--- src/rtl/irqc_pkg.sv ---
package irqc_pkg;
  localparam int DW    = 8;
  localparam int NBANK = 2;
  localparam int NSRC  = DW * NBANK;
  localparam int IW    = $clog2(NSRC);
  localparam int AW    = 4;

  localparam logic [AW-1:0] RA_PORT  = 4'd0;
  localparam logic [AW-1:0] RA_EDGE  = 4'd1;
  localparam logic [AW-1:0] RA_DIR   = 4'd2;
  localparam logic [AW-1:0] RA_EN_U  = 4'd3;
  localparam logic [AW-1:0] RA_EN_L  = 4'd4;
  localparam logic [AW-1:0] RA_PND_U = 4'd5;
  localparam logic [AW-1:0] RA_PND_L = 4'd6;
  localparam logic [AW-1:0] RA_ISV_U = 4'd7;
  localparam logic [AW-1:0] RA_ISV_L = 4'd8;
  localparam logic [AW-1:0] RA_MSK_U = 4'd9;
  localparam logic [AW-1:0] RA_MSK_L = 4'd10;
  localparam logic [AW-1:0] RA_VEC   = 4'd11;

  typedef struct packed {
    logic          found;
    logic [IW-1:0] idx;
  } pick_t;

  // highest set bit of a source vector
  function automatic pick_t top_bit(input logic [NSRC-1:0] v);
    pick_t r;
    r = '0;
    for (int i = 0; i < NSRC; i++)
      if (v[i]) begin
        r.found = 1'b1;
        r.idx   = IW'(i);
      end
    return r;
  endfunction

  // a winner requests only above every in-service source
  function automatic logic outranks(input pick_t w, input pick_t s);
    return w.found && (!s.found || (w.idx > s.idx));
  endfunction

  // place pin and device events onto source numbers
  function automatic logic [NSRC-1:0] route_events(input logic [DW-1:0] pe,
                                                   input logic [DW-1:0] de);
    return {pe[7:6], de[7:2], pe[5:4], de[1:0], pe[3:0]};
  endfunction

  function automatic logic [DW-1:0] make_vector(input logic [3:0] hi,
                                                input logic [IW-1:0] idx);
    return {hi, idx};
  endfunction
endpackage

--- src/rtl/irqc_gpio.sv ---
module irqc_gpio
  import irqc_pkg::*;
(
  input  logic          clk,
  input  logic          rst_n,
  input  logic          wr_lat,
  input  logic          wr_edge,
  input  logic          wr_dir,
  input  logic [DW-1:0] wdata,
  input  logic [DW-1:0] pin_in,
  output logic [DW-1:0] lat_q,
  output logic [DW-1:0] edge_q,
  output logic [DW-1:0] dir_q,
  output logic [DW-1:0] port_view,
  output logic [DW-1:0] pin_evt
);
  logic [DW-1:0] prev_q;
  logic [DW-1:0] rise, fall;

  always_ff @(posedge clk or negedge rst_n) begin
    if (!rst_n) begin
      lat_q  <= '0;
      edge_q <= '0;
      dir_q  <= '0;
      prev_q <= '0;
    end else begin
      if (wr_lat)  lat_q  <= wdata;
      if (wr_edge) edge_q <= wdata;
      if (wr_dir)  dir_q  <= wdata;
      prev_q <= pin_in;
    end
  end

  assign rise      = pin_in & ~prev_q;
  assign fall      = ~pin_in & prev_q;
  assign pin_evt   = ~dir_q & ((edge_q & rise) | (~edge_q & fall));
  assign port_view = (lat_q & dir_q) | (pin_in & ~dir_q);
endmodule

--- src/rtl/irqc_bank.sv ---
module irqc_bank #(
  parameter int W = 8
) (
  input  logic         clk,
  input  logic         rst_n,
  input  logic         wr_en_r,
  input  logic         wr_pend,
  input  logic         wr_isvc,
  input  logic         wr_mask,
  input  logic [W-1:0] wdata,
  input  logic [W-1:0] evt,
  input  logic [W-1:0] ack_clr,
  input  logic [W-1:0] isvc_set,
  output logic [W-1:0] en_q,
  output logic [W-1:0] pend_q,
  output logic [W-1:0] isvc_q,
  output logic [W-1:0] mask_q
);
  logic [W-1:0] en_nxt, pend_keep, isvc_keep;

  assign en_nxt    = wr_en_r ? wdata : en_q;
  assign pend_keep = wr_pend ? wdata : '1;
  assign isvc_keep = wr_isvc ? wdata : '1;

  always_ff @(posedge clk or negedge rst_n) begin
    if (!rst_n) begin
      en_q   <= '0;
      pend_q <= '0;
      isvc_q <= '0;
      mask_q <= '0;
    end else begin
      en_q   <= en_nxt;
      pend_q <= ((pend_q & pend_keep & ~ack_clr) | evt) & en_nxt;
      isvc_q <= (isvc_q & isvc_keep) | isvc_set;
      if (wr_mask) mask_q <= wdata;
    end
  end

  AST_PEND_NEEDS_EN: assert property (@(posedge clk) disable iff (!rst_n)
    (pend_q & ~en_q) == '0);
  AST_ACK_CLEARS_PEND: assert property (@(posedge clk) disable iff (!rst_n)
    (|ack_clr) |=> ((pend_q & $past(ack_clr) & ~$past(evt)) == '0));
endmodule

--- src/rtl/irqc_arbiter.sv ---
module irqc_arbiter
  import irqc_pkg::*;
(
  input  logic [NSRC-1:0] pend,
  input  logic [NSRC-1:0] mask,
  input  logic [NSRC-1:0] isvc,
  output pick_t           win,
  output logic            irq
);
  pick_t svc;
  assign win = top_bit(pend & mask);
  assign svc = top_bit(isvc);
  assign irq = outranks(win, svc);
endmodule

--- src/rtl/irq_vector_ctrl.sv ---
module irq_vector_ctrl
  import irqc_pkg::*;
(
  input  logic          clk,
  input  logic          rst_n,
  input  logic          bus_wr,
  input  logic [AW-1:0] bus_addr,
  input  logic [DW-1:0] bus_wdata,
  output logic [DW-1:0] bus_rdata,
  input  logic [DW-1:0] gp_pin_in,
  output logic [DW-1:0] gp_out,
  output logic [DW-1:0] gp_oe,
  input  logic [DW-1:0] dev_evt,
  output logic          irq_req,
  input  logic          irq_ack,
  output logic [DW-1:0] irq_vector
);
  logic [DW-1:0]   vr_q, edge_q, port_view, pin_evt;
  logic [NSRC-1:0] src_evt, en, pend, isvc, mask, ack_hot, isvc_set;
  logic            sw_eoi, ack_take;
  pick_t           win;

  irqc_gpio u_gpio (
    .clk, .rst_n,
    .wr_lat   (bus_wr && bus_addr == RA_PORT),
    .wr_edge  (bus_wr && bus_addr == RA_EDGE),
    .wr_dir   (bus_wr && bus_addr == RA_DIR),
    .wdata    (bus_wdata),
    .pin_in   (gp_pin_in),
    .lat_q    (gp_out),
    .edge_q   (edge_q),
    .dir_q    (gp_oe),
    .port_view(port_view),
    .pin_evt  (pin_evt)
  );

  always_ff @(posedge clk or negedge rst_n) begin
    if (!rst_n)                              vr_q <= '0;
    else if (bus_wr && bus_addr == RA_VEC)   vr_q <= {bus_wdata[7:3], 3'b000};
  end

  assign sw_eoi   = vr_q[3];
  assign src_evt  = route_events(pin_evt, dev_evt);
  assign ack_take = irq_ack && irq_req;
  assign ack_hot  = ack_take ? (NSRC'(1) << win.idx) : '0;
  assign isvc_set = sw_eoi ? ack_hot : '0;

  for (genvar k = 0; k < NBANK; k++) begin : g_bank
    localparam logic [AW-1:0] A_EN  = (k == 1) ? RA_EN_U  : RA_EN_L;
    localparam logic [AW-1:0] A_PND = (k == 1) ? RA_PND_U : RA_PND_L;
    localparam logic [AW-1:0] A_ISV = (k == 1) ? RA_ISV_U : RA_ISV_L;
    localparam logic [AW-1:0] A_MSK = (k == 1) ? RA_MSK_U : RA_MSK_L;
    irqc_bank #(.W(DW)) u_bank (
      .clk, .rst_n,
      .wr_en_r (bus_wr && bus_addr == A_EN),
      .wr_pend (bus_wr && bus_addr == A_PND),
      .wr_isvc (bus_wr && bus_addr == A_ISV),
      .wr_mask (bus_wr && bus_addr == A_MSK),
      .wdata   (bus_wdata),
      .evt     (src_evt[k*DW +: DW]),
      .ack_clr (ack_hot[k*DW +: DW]),
      .isvc_set(isvc_set[k*DW +: DW]),
      .en_q    (en[k*DW +: DW]),
      .pend_q  (pend[k*DW +: DW]),
      .isvc_q  (isvc[k*DW +: DW]),
      .mask_q  (mask[k*DW +: DW])
    );
  end

  irqc_arbiter u_arb (.pend(pend), .mask(mask), .isvc(isvc), .win(win), .irq(irq_req));

  assign irq_vector = make_vector(vr_q[7:4], win.idx);

  always_comb begin
    case (bus_addr)
      RA_PORT:  bus_rdata = port_view;
      RA_EDGE:  bus_rdata = edge_q;
      RA_DIR:   bus_rdata = gp_oe;
      RA_EN_U:  bus_rdata = en[15:8];
      RA_EN_L:  bus_rdata = en[7:0];
      RA_PND_U: bus_rdata = pend[15:8];
      RA_PND_L: bus_rdata = pend[7:0];
      RA_ISV_U: bus_rdata = isvc[15:8];
      RA_ISV_L: bus_rdata = isvc[7:0];
      RA_MSK_U: bus_rdata = mask[15:8];
      RA_MSK_L: bus_rdata = mask[7:0];
      RA_VEC:   bus_rdata = vr_q;
      default:  bus_rdata = '0;
    endcase
  end

  AST_SW_ACK_MARKS: assert property (@(posedge clk) disable iff (!rst_n)
    (ack_take && sw_eoi) |=> ((isvc & $past(ack_hot)) == $past(ack_hot)));
  AST_AUTO_NO_MARK: assert property (@(posedge clk) disable iff (!rst_n)
    !sw_eoi |=> ((isvc & ~$past(isvc)) == '0));
  AST_REQ_HAS_SOURCE: assert property (@(posedge clk) disable iff (!rst_n)
    irq_req |-> ((pend & mask) != '0));
  AST_IDLE_ACK_KEEPS: assert property (@(posedge clk) disable iff (!rst_n)
    (irq_ack && !irq_req && !bus_wr) |=> ((~pend & $past(pend)) == '0));
endmodule

--- config.mk ---
export PLATFORM = sky130hd
export DESIGN_NAME = irq_vector_ctrl
export DESIGN_NICKNAME = d
export VERILOG_FILES = /design/src/rtl/irqc_pkg.sv /design/src/rtl/irqc_gpio.sv /design/src/rtl/irqc_bank.sv /design/src/rtl/irqc_arbiter.sv /design/src/rtl/irq_vector_ctrl.sv
export SDC_FILE = /design/constraint.sdc
export NUM_CORES = 1
export LEC_CHECK = 0
export BUFFER_PORTS_ARGS = -buffer_cell sky130_fd_sc_hd__buf_4
export CORE_MARGIN = 5
export CORE_UTILIZATION = 59
export CTS_CLUSTER_SIZE = 40
export DETAILED_ROUTE_END_ITERATION = 10
export GPL_ROUTABILITY_DRIVEN = 0
export GPL_TIMING_DRIVEN = 1
export PLACE_DENSITY = 0.77
export SYNTH_ARGS = -nofsm -noshare
export SYNTH_HDL_FRONTEND = slang
export SYNTH_SLANG_ARGS = --single-unit
export TNS_END_PERCENT = 1
--- constraint.sdc ---
create_clock -name clk -period 4.2 [get_ports clk]
set_input_delay 0.63 -clock clk [delete_from_list [all_inputs] [get_ports clk]]
set_output_delay 0.63 -clock clk [all_outputs]
set_load 0.02 [all_outputs]
# Yosys cells after proc, flatten, opt, wreduce, memory -nomap -nowiden
# Cells that the tools add are included.
op_classes:
  mux: 41
  shifts: 1
  addsub: 0
  n_lt_le_gt_ge: 1
  n_reduce_logical: 17
  mul: 0
  div_mod_pow: 0
  bitwise: 28
  eq_ne: 11
ops:
  columns: ["op", "n"]
  rows:
  - ["$mux 5", 32]
  - ["$and 8x8->8", 15]
  - ["$pmux 8 s12", 1]
  - ["$mux 8", 6]
  - ["$not 8->8", 6]
  - ["$or 8x8->8", 6]
  - ["$mux 16", 2]
  - ["$and 16x16->16", 1]
  - ["$eq 4x3->1 const B", 4]
  - ["$eq 4x4->1 const B", 4]
  - ["$shl 1x4->16 const A", 1]
  - ["$logic_and 1x1->1", 14]
  - ["$eq 4x2->1 const B", 2]
  - ["$eq 4x1->1 const B", 1]
  - ["$gt 4x4->1", 1]
  - ["$logic_not 4->1", 1]
  - ["$logic_not 1->1", 1]
  - ["$logic_or 1x1->1", 1]
totals:
  latch_bits: 0
  ramBits: 0
  input_bits: 32
  wordCells: 112
  mem_count: 0
  regBits: 101
  rom_bits: 0
  output_inout_bits: 33

# Longest topological paths before layout
# Gate-level depths: netlist (run 1).
depth:
  word_depth: 26
  ltp_mapped: 13

# Hierarchy
# A second synthesis (run 1) with hierarchy kept.
unflattened:
  hier_cells: 567
  hier_area_um2: 5939.4
modules_own_cells:
  columns: ["mod", "area_each_um2", "cells_per_inst", "seq_area_each_um2", "instances"]
  rows:
  - ["irqc_bank", 1307.5, 90, 800.8, 2]
  - ["irq_vector_ctrl", 1497.7, 219, 125.1, 1]
  - ["irqc_gpio", 1346.3, 91, 800.8, 1]
  - ["irqc_arbiter", 480.5, 77, 0.0, 1]

# Worst setup path before layout (run 1)
# No wires, ideal clock.
synth_path:
  path_kind: "reg-to-output"
  startpoint: "register g_bank[0].u_bank.pend_q[4]"
  endpoint: "output irq_req"
  arrival_ps: 2604
  path_stages_with_launch: 10
  setup_slack_ps: 966
  cell_sequence: "dfrtp_1 -> a22o_1 -> o211ai_1 -> a21boi_0 -> a21oi_1 -> inv_1 -> ha_1 -> and4_1 -> a21oi_1 -> o22a_2"
synth_between:
  elab_chain_cells: 16
synth_rtl:
  columns: ["item", "line_no", "text"]
  rows:
  - ["start, declared", "irqc_bank.sv:15", "output logic [W-1:0] pend_q,"]
  - ["start signal, assigned", "irqc_bank.sv:33", "pend_q <= ((pend_q & pend_keep & ~ack_clr) | evt) & en_nxt;"]
  - ["$and 16x16->16", "irqc_arbiter.sv:11", "assign win = top_bit(pend & mask);"]
  - ["$mux 5 (12 in series)", "irqc_pkg.sv:31", "if (v[i]) begin"]
  - ["via irq_vector[1]", "irq_vector_ctrl.sv:16", "output logic [DW-1:0] irq_vector"]
  - ["$gt 4x4->1", "irqc_pkg.sv:40", "return w.found && (!s.found || (w.idx > s.idx));"]
  - ["$logic_or 1x1->1", "irqc_pkg.sv:40", null]
  - ["$logic_and 1x1->1", "irqc_pkg.sv:40", null]
  - ["end, declared", "irq_vector_ctrl.sv:14", "output logic irq_req,"]
# The timed path passes the listed nets, and every way through them passes these cells.

# Final worst setup path (run 1)
layout_path:
  startpoint: "register g_bank[0].u_bank.pend_q[7]"
  endpoint: "output irq_req"
layout_between:
  elab_chain_cells: 13
layout_rtl:
  columns: ["item", "line_no"]
  rows:
  - ["$and 16x16->16 (*)", "irqc_arbiter.sv:11"]
  - ["$mux 5 (*) (9 in series)", "irqc_pkg.sv:31"]
  - ["$gt 4x4->1", "irqc_pkg.sv:40"]
  - ["$logic_or 1x1->1", "irqc_pkg.sv:40"]
  - ["$logic_and 1x1->1 (*)", "irqc_pkg.sv:40"]
# Every way passes the cells marked *; elsewhere a longest branch is shown, timed or not.

==> results of run 1 <==
==> placed cells by master (no fill, tap or decap), types with 7 or more instances in the layout <==
master | Yosys | routed
sky130_fd_sc_hd__dfrtp_1 | 101 | 101
sky130_fd_sc_hd__buf_4 | 4 | 70
sky130_fd_sc_hd__o21ai_0 | 63 | 63
sky130_fd_sc_hd__mux2_2 | 52 | 52
sky130_fd_sc_hd__nand2_1 | 49 | 49
sky130_fd_sc_hd__a21oi_1 | 31 | 31
sky130_fd_sc_hd__nor2_1 | 23 | 23
sky130_fd_sc_hd__a22oi_1 | 15 | 15
sky130_fd_sc_hd__inv_1 | 15 | 15
sky130_fd_sc_hd__nand3_1 | 13 | 13
sky130_fd_sc_hd__o21a_1 | 13 | 13
sky130_fd_sc_hd__nand3b_1 | 10 | 10
sky130_fd_sc_hd__clkbuf_8 | 0 | 9
sky130_fd_sc_hd__a22o_1 | 8 | 8
sky130_fd_sc_hd__a32oi_1 | 8 | 8
sky130_fd_sc_hd__nor2b_1 | 8 | 8
sky130_fd_sc_hd__a31oi_1 | 7 | 7
sky130_fd_sc_hd__a32o_1 | 7 | 7
sky130_fd_sc_hd__o211ai_1 | 7 | 7
sky130_fd_sc_hd__nor3_1 | 7 | 7
sky130_fd_sc_hd__a221oi_1 | 7 | 7
==> power by group <==
part / switching (mW) / internal [mW]
sequential: 0.271 / 1.18
combinational: 0.854 / 0.633
clock: 0.374 / 0.285
==> sequential cells by signal, indices dropped and copies added, names as in the netlist <==
register	cells
g_bank.u_bank.isvc_q	16
g_bank.u_bank.mask_q	16
g_bank.u_bank.pend_q	16
u_gpio.edge_q	8
u_gpio.dir_q	8
u_gpio.lat_q	8
vr_q	5
g_bank.u_bank.en_q	16
u_gpio.prev_q	8
==> final cells by class <==
| class | instances | area (sq um) | area share |
|---|---|---|---|
| repair buffers | 70 | 525.5 | 0.08239 |
| inverters | 16 | 60.06 | 0.009415 |
| flip-flops and latches | 101 | 2527 | 0.3962 |
| well taps | 129 | 161.4 | 0.02530 |
| clock buffers | 9 | 123.9 | 0.01942 |
| clock inverters | 7 | 81.33 | 0.01275 |
| multi-input cells | 416 | 2899 | 0.4545 |
==> critical path: stages, from the launching register on <==
cell and delay [ns]:
sky130_fd_sc_hd__dfrtp_1 0.44, sky130_fd_sc_hd__a22oi_1 0.33, sky130_fd_sc_hd__o211ai_1 0.15, sky130_fd_sc_hd__a21boi_1 0.21
sky130_fd_sc_hd__a21oi_1 0.34, sky130_fd_sc_hd__inv_1 0.19, sky130_fd_sc_hd__ha_1 0.33, sky130_fd_sc_hd__nor2b_1 0.13
sky130_fd_sc_hd__o211ai_1 0.08, sky130_fd_sc_hd__a21oi_1 0.34, sky130_fd_sc_hd__o22a_2 0.23, sky130_fd_sc_hd__buf_4 0.13
==> routing by layer <==
metal,global-route usage,up-vias,wire length (microns)
met5,0,-,0
met4,0.1524,0,989
met3,0.1134,105,2534
met2,0.5040,468,8482
met1,0.4516,2585,7129
li1,-,2270,-
==> logic make-up (layout without fill, tap and decap cells) <==
family                   after synthesis  in the layout  share of synthesized area
adder cells (fa/ha/maj)                4              4                   0.008915
buffers and inverters                 47            102                    0.03454
AND/OR/NAND/NOR                      146            146                     0.1388
AO/OA/AOI/OAI                        211            211                     0.2579
multiplexers                          55             55                     0.1097
flip-flops                           101            101                     0.4502
==> worst max-delay path by stage <==
stage / startpoint / end / slack (ns) / cells past startpoint
global route: g_bank[0].u_bank.pend_q[7]$_DFF_PN0_ / irq_req / 0.09 / 11
detailed placement: g_bank[0].u_bank.pend_q[4]$_DFF_PN0_ / irq_req / 0.69 / 10
global placement: g_bank[0].u_bank.pend_q[4]$_DFF_PN0_ / irq_req / 0.84 / 11
CTS: g_bank[0].u_bank.pend_q[4]$_DFF_PN0_ / irq_req / 0.27 / 10
floorplan: g_bank[0].u_bank.pend_q[4]$_DFF_PN0_ / irq_req / 0.97 / 9
finish: g_bank[0].u_bank.pend_q[7]$_DFF_PN0_ / irq_req / 0.27 / 11
==> Yosys cell counts, drive strengths merged (3+ instances only) <==
| cell | instances | area share |
|---|---|---|
| a211oi | 4 | 0.0053 |
| a21oi | 31 | 0.028 |
| a221oi | 7 | 0.011 |
| a222oi | 3 | 0.0053 |
| a22o | 8 | 0.012 |
| a22oi | 15 | 0.020 |
| a31oi | 7 | 0.0078 |
| a32o | 7 | 0.012 |
| a32oi | 8 | 0.012 |
| a41oi | 3 | 0.0047 |
| and2 | 3 | 0.0033 |
| and3 | 3 | 0.0033 |
| buf | 8 | 0.0085 |
| clkbuf | 23 | 0.015 |
| dfrtp | 101 | 0.45 |
| ha | 4 | 0.0089 |
| inv | 16 | 0.011 |
| mux2 | 52 | 0.10 |
| mux2i | 3 | 0.0053 |
| nand2 | 49 | 0.033 |
| nand2b | 3 | 0.0033 |
| nand3 | 13 | 0.012 |
| nand3b | 10 | 0.013 |
| nand4 | 3 | 0.0033 |
| nor2 | 23 | 0.015 |
| nor2b | 8 | 0.0089 |
| nor3 | 8 | 0.0080 |
| nor3b | 4 | 0.0053 |
| nor4 | 5 | 0.0082 |
| o2111ai | 6 | 0.0094 |
| o211ai | 7 | 0.0094 |
| o21a | 13 | 0.017 |
| o21ai | 64 | 0.058 |
| o221a | 3 | 0.0060 |
| o22ai | 3 | 0.0033 |
| o31a | 5 | 0.0078 |
| or3b | 6 | 0.0094 |
| or4 | 3 | 0.0053 |
==> stage by stage <==
step / setup slack, ns / cells
2_1_floorplan: 0.9658 / 564
3_3_place_gp: 0.8354 / 732
3_5_place_dp: 0.6912 / 732
4_1_cts: 0.2673 / 748
5_1_grt: 0.09369 / 748
6_report: 0.2719 / 748
==> impl_metrics.sql, run 1 <==
INSERT INTO impl_metrics (metric_group, metric, value, unit) VALUES
('min_path', 'whs_path_depth', '1', ''),
('outcome', 'outcome', 'finished clean', ''),
('finish', 'design_area', '6379', 'sq um'),
('timing', 'grt_setup_unrepaired', 'no', ''),
('timing', 'final_max_slew_viol_count', '0', ''),
('flow_run', 'timing.max_cap.violations', '0', ''),
('synthesis', 'synth_seq_area_share', '0.4502', ''),
('placement', 'post_dp_cell_area', '6173', 'sq um'),
('finish', 'antenna-diode-count', '0', ''),
('clock_network', 'cts_setup_buffers', '0', ''),
('die', 'die_height', '107.5', 'microns'),
('global_routing', 'grt-ovfl-total', '0', ''),
('synthesis', 'synthesis.yosys.warnings', '0', ''),
('placement', 'number_of_buffers_added_on_ports', '64', ''),
('detailed_routing', 'remaining_drc_errors', '0', ''),
('clock_network', 'cts.htree.levels', '3', ''),
('global_routing', 'vias_in_the_first_global_route', '5258', ''),
('setup_path', 'timing.reg2reg.worst_path_depth', '12', ''),
('synthesis', 'async_reset_ff_frac', '1.000', ''),
('timing', 'maxClockFrequency', '0.2546', 'GHz'),
('clock_network', 'cts_max_path_buffers', '2', ''),
('global_routing', 'grt_antenna_before_repair', '0', ''),
('clock_network', 'cts_tree', 'yes', ''),
('timing', 'report.final.setup_viol', '0', ''),
('timing', 'final.setup_skew', '0.01158', 'ns'),
('finish', 'final_core_util', '0.6903', ''),
('detailed_routing', 'wl', '19.14', 'mm'),
('setup_path', 'crit_path_start_kind', 'register', ''),
('timing', 'setup-tns-final', '0', 'ns'),
('finish', 'fill_cells', '733', ''),
('timing', 'post-route-min-period', '3.928', 'ns'),
('setup_path', 'worst_r2r_endpoint', 'g_bank[1].u_bank.pend_q[3]$_DFF_PN0_', ''),
('setup_path', 'crit_required', '3.57', 'ns'),
('synthesis', 'syn_inst', '564', ''),
('setup_path', 'largest_fanout_of_any_net_on_the_critical_path', '5', ''),
('detailed_routing', 'route.vias.total', '5428', ''),
('timing', 'final.hold.worst_slack', '0.3644', 'ns'),
('global_routing', 'grt_start_max_net_pins', '81', ''),
('global_routing', 'grt_first_pass_wirelength', '29.75', 'mm'),
('synthesis', 'synth_flop_cell', 'sky130_fd_sc_hd__dfrtp_1', ''),
('detailed_routing', 'violation_count_after_the_first_detailed_routing_iteration', '864', ''),
('setup_path', 'critical_path_arrival', '3.30', 'ns'),
('die', 'std_cell_rows', '35', ''),
('setup_path', 'critical_path.endpoint_type', 'primary output', ''),
('clock_network', 'worst_skew_pair.late_latency', '0.39', 'ns'),
('min_path', 'hp-start', 'gp_pin_in[7]', ''),
('die', 'die_w', '107.5', 'microns'),
('placement', 'dpl.hpwl', '13.88', 'mm'),
('timing', 'final.period_utilization', '0.9353', ''),
('clock_network', 'cts_made_buffers', '9', ''),
('synthesis', 'synth_area_per_cell', '9.954', 'sq um'),
('setup_path', 'register_to_register_setup_slack', '0.72', 'ns'),
('min_path', 'hp-class', 'in2reg', ''),
('setup_path', 'timing.setup.critical_path_class', 'reg2out', ''),
('min_path', 'whs_endpoint', 'u_gpio.prev_q[7]$_DFF_PN0_', ''),
('die', 'start_util', '0.6076', ''),
('finish', 'layout-drive-gt1-share', '0.2520', ''),
('finish', 'area.growth.synth_to_final', '13.62', '%'),
('setup_path', 'timing.rr.start', 'g_bank[0].u_bank.pend_q[7]$_DFF_PN0_', ''),
('synthesis', 'yosys_register_bits', '101', ''),
('synthesis', 'syn-num-nets', '600', ''),
('clock_network', 'root_buffer', 'sky130_fd_sc_hd__clkbuf_8', ''),
('synthesis', 'post_synth_num_cell_types', '62', ''),
('detailed_routing', 'dr.pass1.iters', '7', ''),
('die', 'area_of_the_die', '11570', 'sq um'),
('power_and_ir_drop', 'power_density', '564.0', 'nW/um^2'),
('timing', 'max_slew_margin', '0.2504', ''),
('die', 'i_o_pin_cnt', '65', ''),
('detailed_routing', 'detail-route-antenna-nets', '0', ''),
('detailed_routing', 'post_drt_wl_per_cell', '25.58', 'microns'),
('clock_network', 'post_cts_clock_slew_at_the_launch_and_capture_registers_of_the_worst_setup_and_hold_paths', '0.11', 'ns');
(Power assumes the default switching activity.)
==> inputs of run 2 (changes only) <==
--- a/config.mk
+++ b/config.mk
@@ -7,12 +7,12 @@
 export LEC_CHECK = 0
 export BUFFER_PORTS_ARGS = -buffer_cell sky130_fd_sc_hd__buf_4
 export CORE_MARGIN = 5
-export CORE_UTILIZATION = 59
+export CORE_UTILIZATION = 60
 export CTS_CLUSTER_SIZE = 40
 export DETAILED_ROUTE_END_ITERATION = 10
 export GPL_ROUTABILITY_DRIVEN = 0
 export GPL_TIMING_DRIVEN = 1
-export PLACE_DENSITY = 0.77
+export PLACE_DENSITY = 0.79
 export SYNTH_ARGS = -nofsm -noshare
 export SYNTH_HDL_FRONTEND = slang
 export SYNTH_SLANG_ARGS = --single-unit
==> constraint.sdc (replaced) <==
create_clock -name clk -period 4.8 [get_ports clk]
set_input_delay 0.72 -clock clk [delete_from_list [all_inputs] [get_ports clk]]
set_output_delay 0.72 -clock clk [all_outputs]
set_load 0.02 [all_outputs]
==> impl_metrics.sql, run 2 (same netlist as run 1, synthesis figures left out) <==
INSERT INTO impl_metrics (metric_group, metric, value, unit) VALUES
('global_routing', 'grt-ovfl-total', '0', ''),
('detailed_routing', 'detail-route-antenna-nets', '0', ''),
('die', 'area_of_the_die', '11390', 'sq um'),
('power_and_ir_drop', 'static-leakage-power', '2.702', 'nW'),
('clock_network', 'post_cts_clock_slew_at_the_launch_and_capture_registers_of_the_worst_setup_and_hold_paths', '0.11', 'ns'),
('clock_network', 'cts_setup_buffers', '0', ''),
('die', 'die_w', '106.7', 'microns'),
('placement', 'dpl.hpwl', '13.45', 'mm'),
('placement', 'number_of_buffers_added_on_ports', '64', ''),
('die', 'std_cell_rows', '35', ''),
('global_routing', 'grt_first_pass_wirelength', '29.55', 'mm'),
('finish', 'layout.cells.most_common_list', 'sky130_fd_sc_hd__dfrtp_1, sky130_fd_sc_hd__buf_4, sky130_fd_sc_hd__o21ai_0', ''),
('timing', 'grt_setup_unrepaired', 'no', ''),
('power_and_ir_drop', 'irDropWorstVdd', '0.3748', 'mV'),
('setup_path', 'crit_required', '4.08', 'ns'),
('timing', 'post-route-min-period', '4.127', 'ns'),
('global_routing', 'grt_start_max_net_pins', '55', ''),
('clock_network', 'cts_resized', '0', ''),
('detailed_routing', 'remaining_drc_errors', '0', ''),
('timing', 'final.period_utilization', '0.8598', ''),
('clock_network', 'worst_skew_pair.late_latency', '0.39', 'ns'),
('setup_path', 'critical_path.endpoint_type', 'primary output', ''),
('finish', 'layout.cells.most_common', 'sky130_fd_sc_hd__dfrtp_1', ''),
('clock_network', 'cts_made_buffers', '9', ''),
('timing', 'maxClockFrequency', '0.2423', 'GHz'),
('detailed_routing', 'viasPerCell', '7.455', ''),
('setup_path', 'crit_path_top_delay_cell', 'sky130_fd_sc_hd__a21boi_0', ''),
('setup_path', 'crit_path_cell_trace', 'a22o_1 -> o211ai_1 -> a21boi_0 -> a21oi_1 -> inv_1 -> ha_1 -> nor2b_1 -> o211ai_1 -> a21oi_1 -> o22a_2 -> buf_4', ''),
('power_and_ir_drop', 'report.power.total', '3.209', 'mW'),
('timing', 'max_slew_margin', '0.2462', ''),
('finish', 'design_area', '6384', 'sq um'),
('setup_path', 'critical_path.max_stage_delay', '0.55', 'ns'),
('placement', 'post_dp_cell_area', '6143', 'sq um'),
('clock_network', 'root_buffer', 'sky130_fd_sc_hd__clkbuf_8', ''),
('setup_path', 'timing.rr.start', 'g_bank[0].u_bank.pend_q[4]$_DFF_PN0_', ''),
('flow_run', 'timing.max_cap.violations', '0', ''),
('detailed_routing', 'dr.pass1.iters', '8', ''),
('global_routing', 'grt_antenna_before_repair', '0', ''),
('finish', 'num-nets-final', '649', ''),
('setup_path', 'critPathTopFamily', 'compound AO/OA/AOI/OAI gates', ''),
('clock_network', 'post_cts_hold_buffer_count', '0', ''),
('die', 'die_height', '106.7', 'microns'),
('setup_path', 'crit_path_start_kind', 'register', ''),
('die', 'start_util', '0.6105', ''),
('power_and_ir_drop', 'power_density', '502.7', 'nW/um^2'),
('die', 'core_region_area', '9196', 'sq um'),
('timing', 'hold_viol', '0', ''),
('timing', 'final.setup_skew', '0.01496', 'ns'),
('timing', 'timing_worst_slew_pin_value', '1.122', 'ns'),
('finish', 'final_core_util', '0.6942', ''),
('clock_network', 'cts_tree', 'yes', ''),
('timing', 'final_max_slew_viol_count', '0', ''),
('setup_path', 'timing.reg2reg.worst_path_depth', '11', ''),
('clock_network', 'cts.htree.levels', '3', ''),
('clock_network', 'cts_max_path_buffers', '2', ''),
('detailed_routing', 'route.vias.total', '5435', ''),
('global_routing', 'vias_in_the_first_global_route', '5200', ''),
('setup_path', 'worst_r2r_endpoint', 'g_bank[1].u_bank.pend_q[3]$_DFF_PN0_', ''),
('finish', 'post_layout_nonfiller_instances', '729', ''),
('setup_path', 'critical_path_arrival', '3.41', 'ns'),
('die', 'i_o_pin_cnt', '65', ''),
('clock_network', 'cts_sinks', '101', ''),
('setup_path', 'timing.setup.critical_path_class', 'reg2out', ''),
('placement', 'post-place-cells', '713', ''),
('setup_path', 'critical_path_buf_inv_count', '2', ''),
('detailed_routing', 'wl', '18.84', 'mm'),
('setup_path', 'register_to_register_setup_slack', '1.12', 'ns'),
('outcome', 'outcome', 'finished clean', ''),
('finish', 'layout-drive-gt1-share', '0.2508', ''),
('finish', 'antenna-diode-count', '0', ''),
('detailed_routing', 'violation_count_after_the_first_detailed_routing_iteration', '766', ''),
('global_routing', 'groute.usage.overall', '0.3390', ''),
('timing', 'setup-tns-final', '0', 'ns'),
('detailed_routing', 'post_drt_wl_per_cell', '25.84', 'microns'),
('setup_path', 'largest_fanout_of_any_net_on_the_critical_path', '5', ''),
('min_path', 'hp-class', 'in2async', ''),
('timing', 'report.final.setup_viol', '0', ''),
('finish', 'area.growth.synth_to_final', '13.71', '%');
## run 2: area by class of cell
class                           instances  area, sq um
Clock buffer                           10        137.6
Timing Repair Buffer                   69        518.0
Sequential cell                       101         2527
Inverter                               16        60.06
Tap cell                              111        138.9
Fill cell                             731         2813
Clock inverter                          6        102.6
Multi-Input combinational cell        416         2899
## run 2: worst max path at each step
| stage | start | to | slack, ns | cells after the start |
|---|---|---|---|---|
| global route | g_bank[0].u_bank.pend_q[4]$_DFF_PN0_ | irq_req | 0.36 | 10 |
| floorplan | g_bank[0].u_bank.pend_q[4]$_DFF_PN0_ | irq_req | 1.48 | 9 |
| finish | g_bank[0].u_bank.pend_q[4]$_DFF_PN0_ | irq_req | 0.67 | 11 |
| detailed placement | g_bank[0].u_bank.pend_q[4]$_DFF_PN0_ | irq_req | 1.18 | 10 |
| CTS | g_bank[0].u_bank.pend_q[4]$_DFF_PN0_ | irq_req | 0.75 | 11 |
| global placement | g_bank[0].u_bank.pend_q[4]$_DFF_PN0_ | irq_req | 1.35 | 10 |
## run 2: where the power goes
group          switching, mW  internal (mW)  leakage (nW)
combinational          0.742          0.549          1.30
sequential             0.240           1.03          1.28
clock                  0.328          0.317         0.120
## run 2: stage by stage
stage	setup WS, ns	hold slack, ns
final	0.6729	0.3641
after global routing	0.3635	0.4212
after detailed placement	1.185	0.5022
after floorplan	1.476	0.4244
after CTS	0.7545	0.3916
after global placement	1.346	0.4990
## run 2: routing by layer
layer,vias up,track usage,routed length (microns)
li1,2260,-,-
met1,2585,0.4569,6971
met2,470,0.5157,8368
met3,120,0.09272,2446
met4,0,0.1416,1053
met5,-,0.02381,0
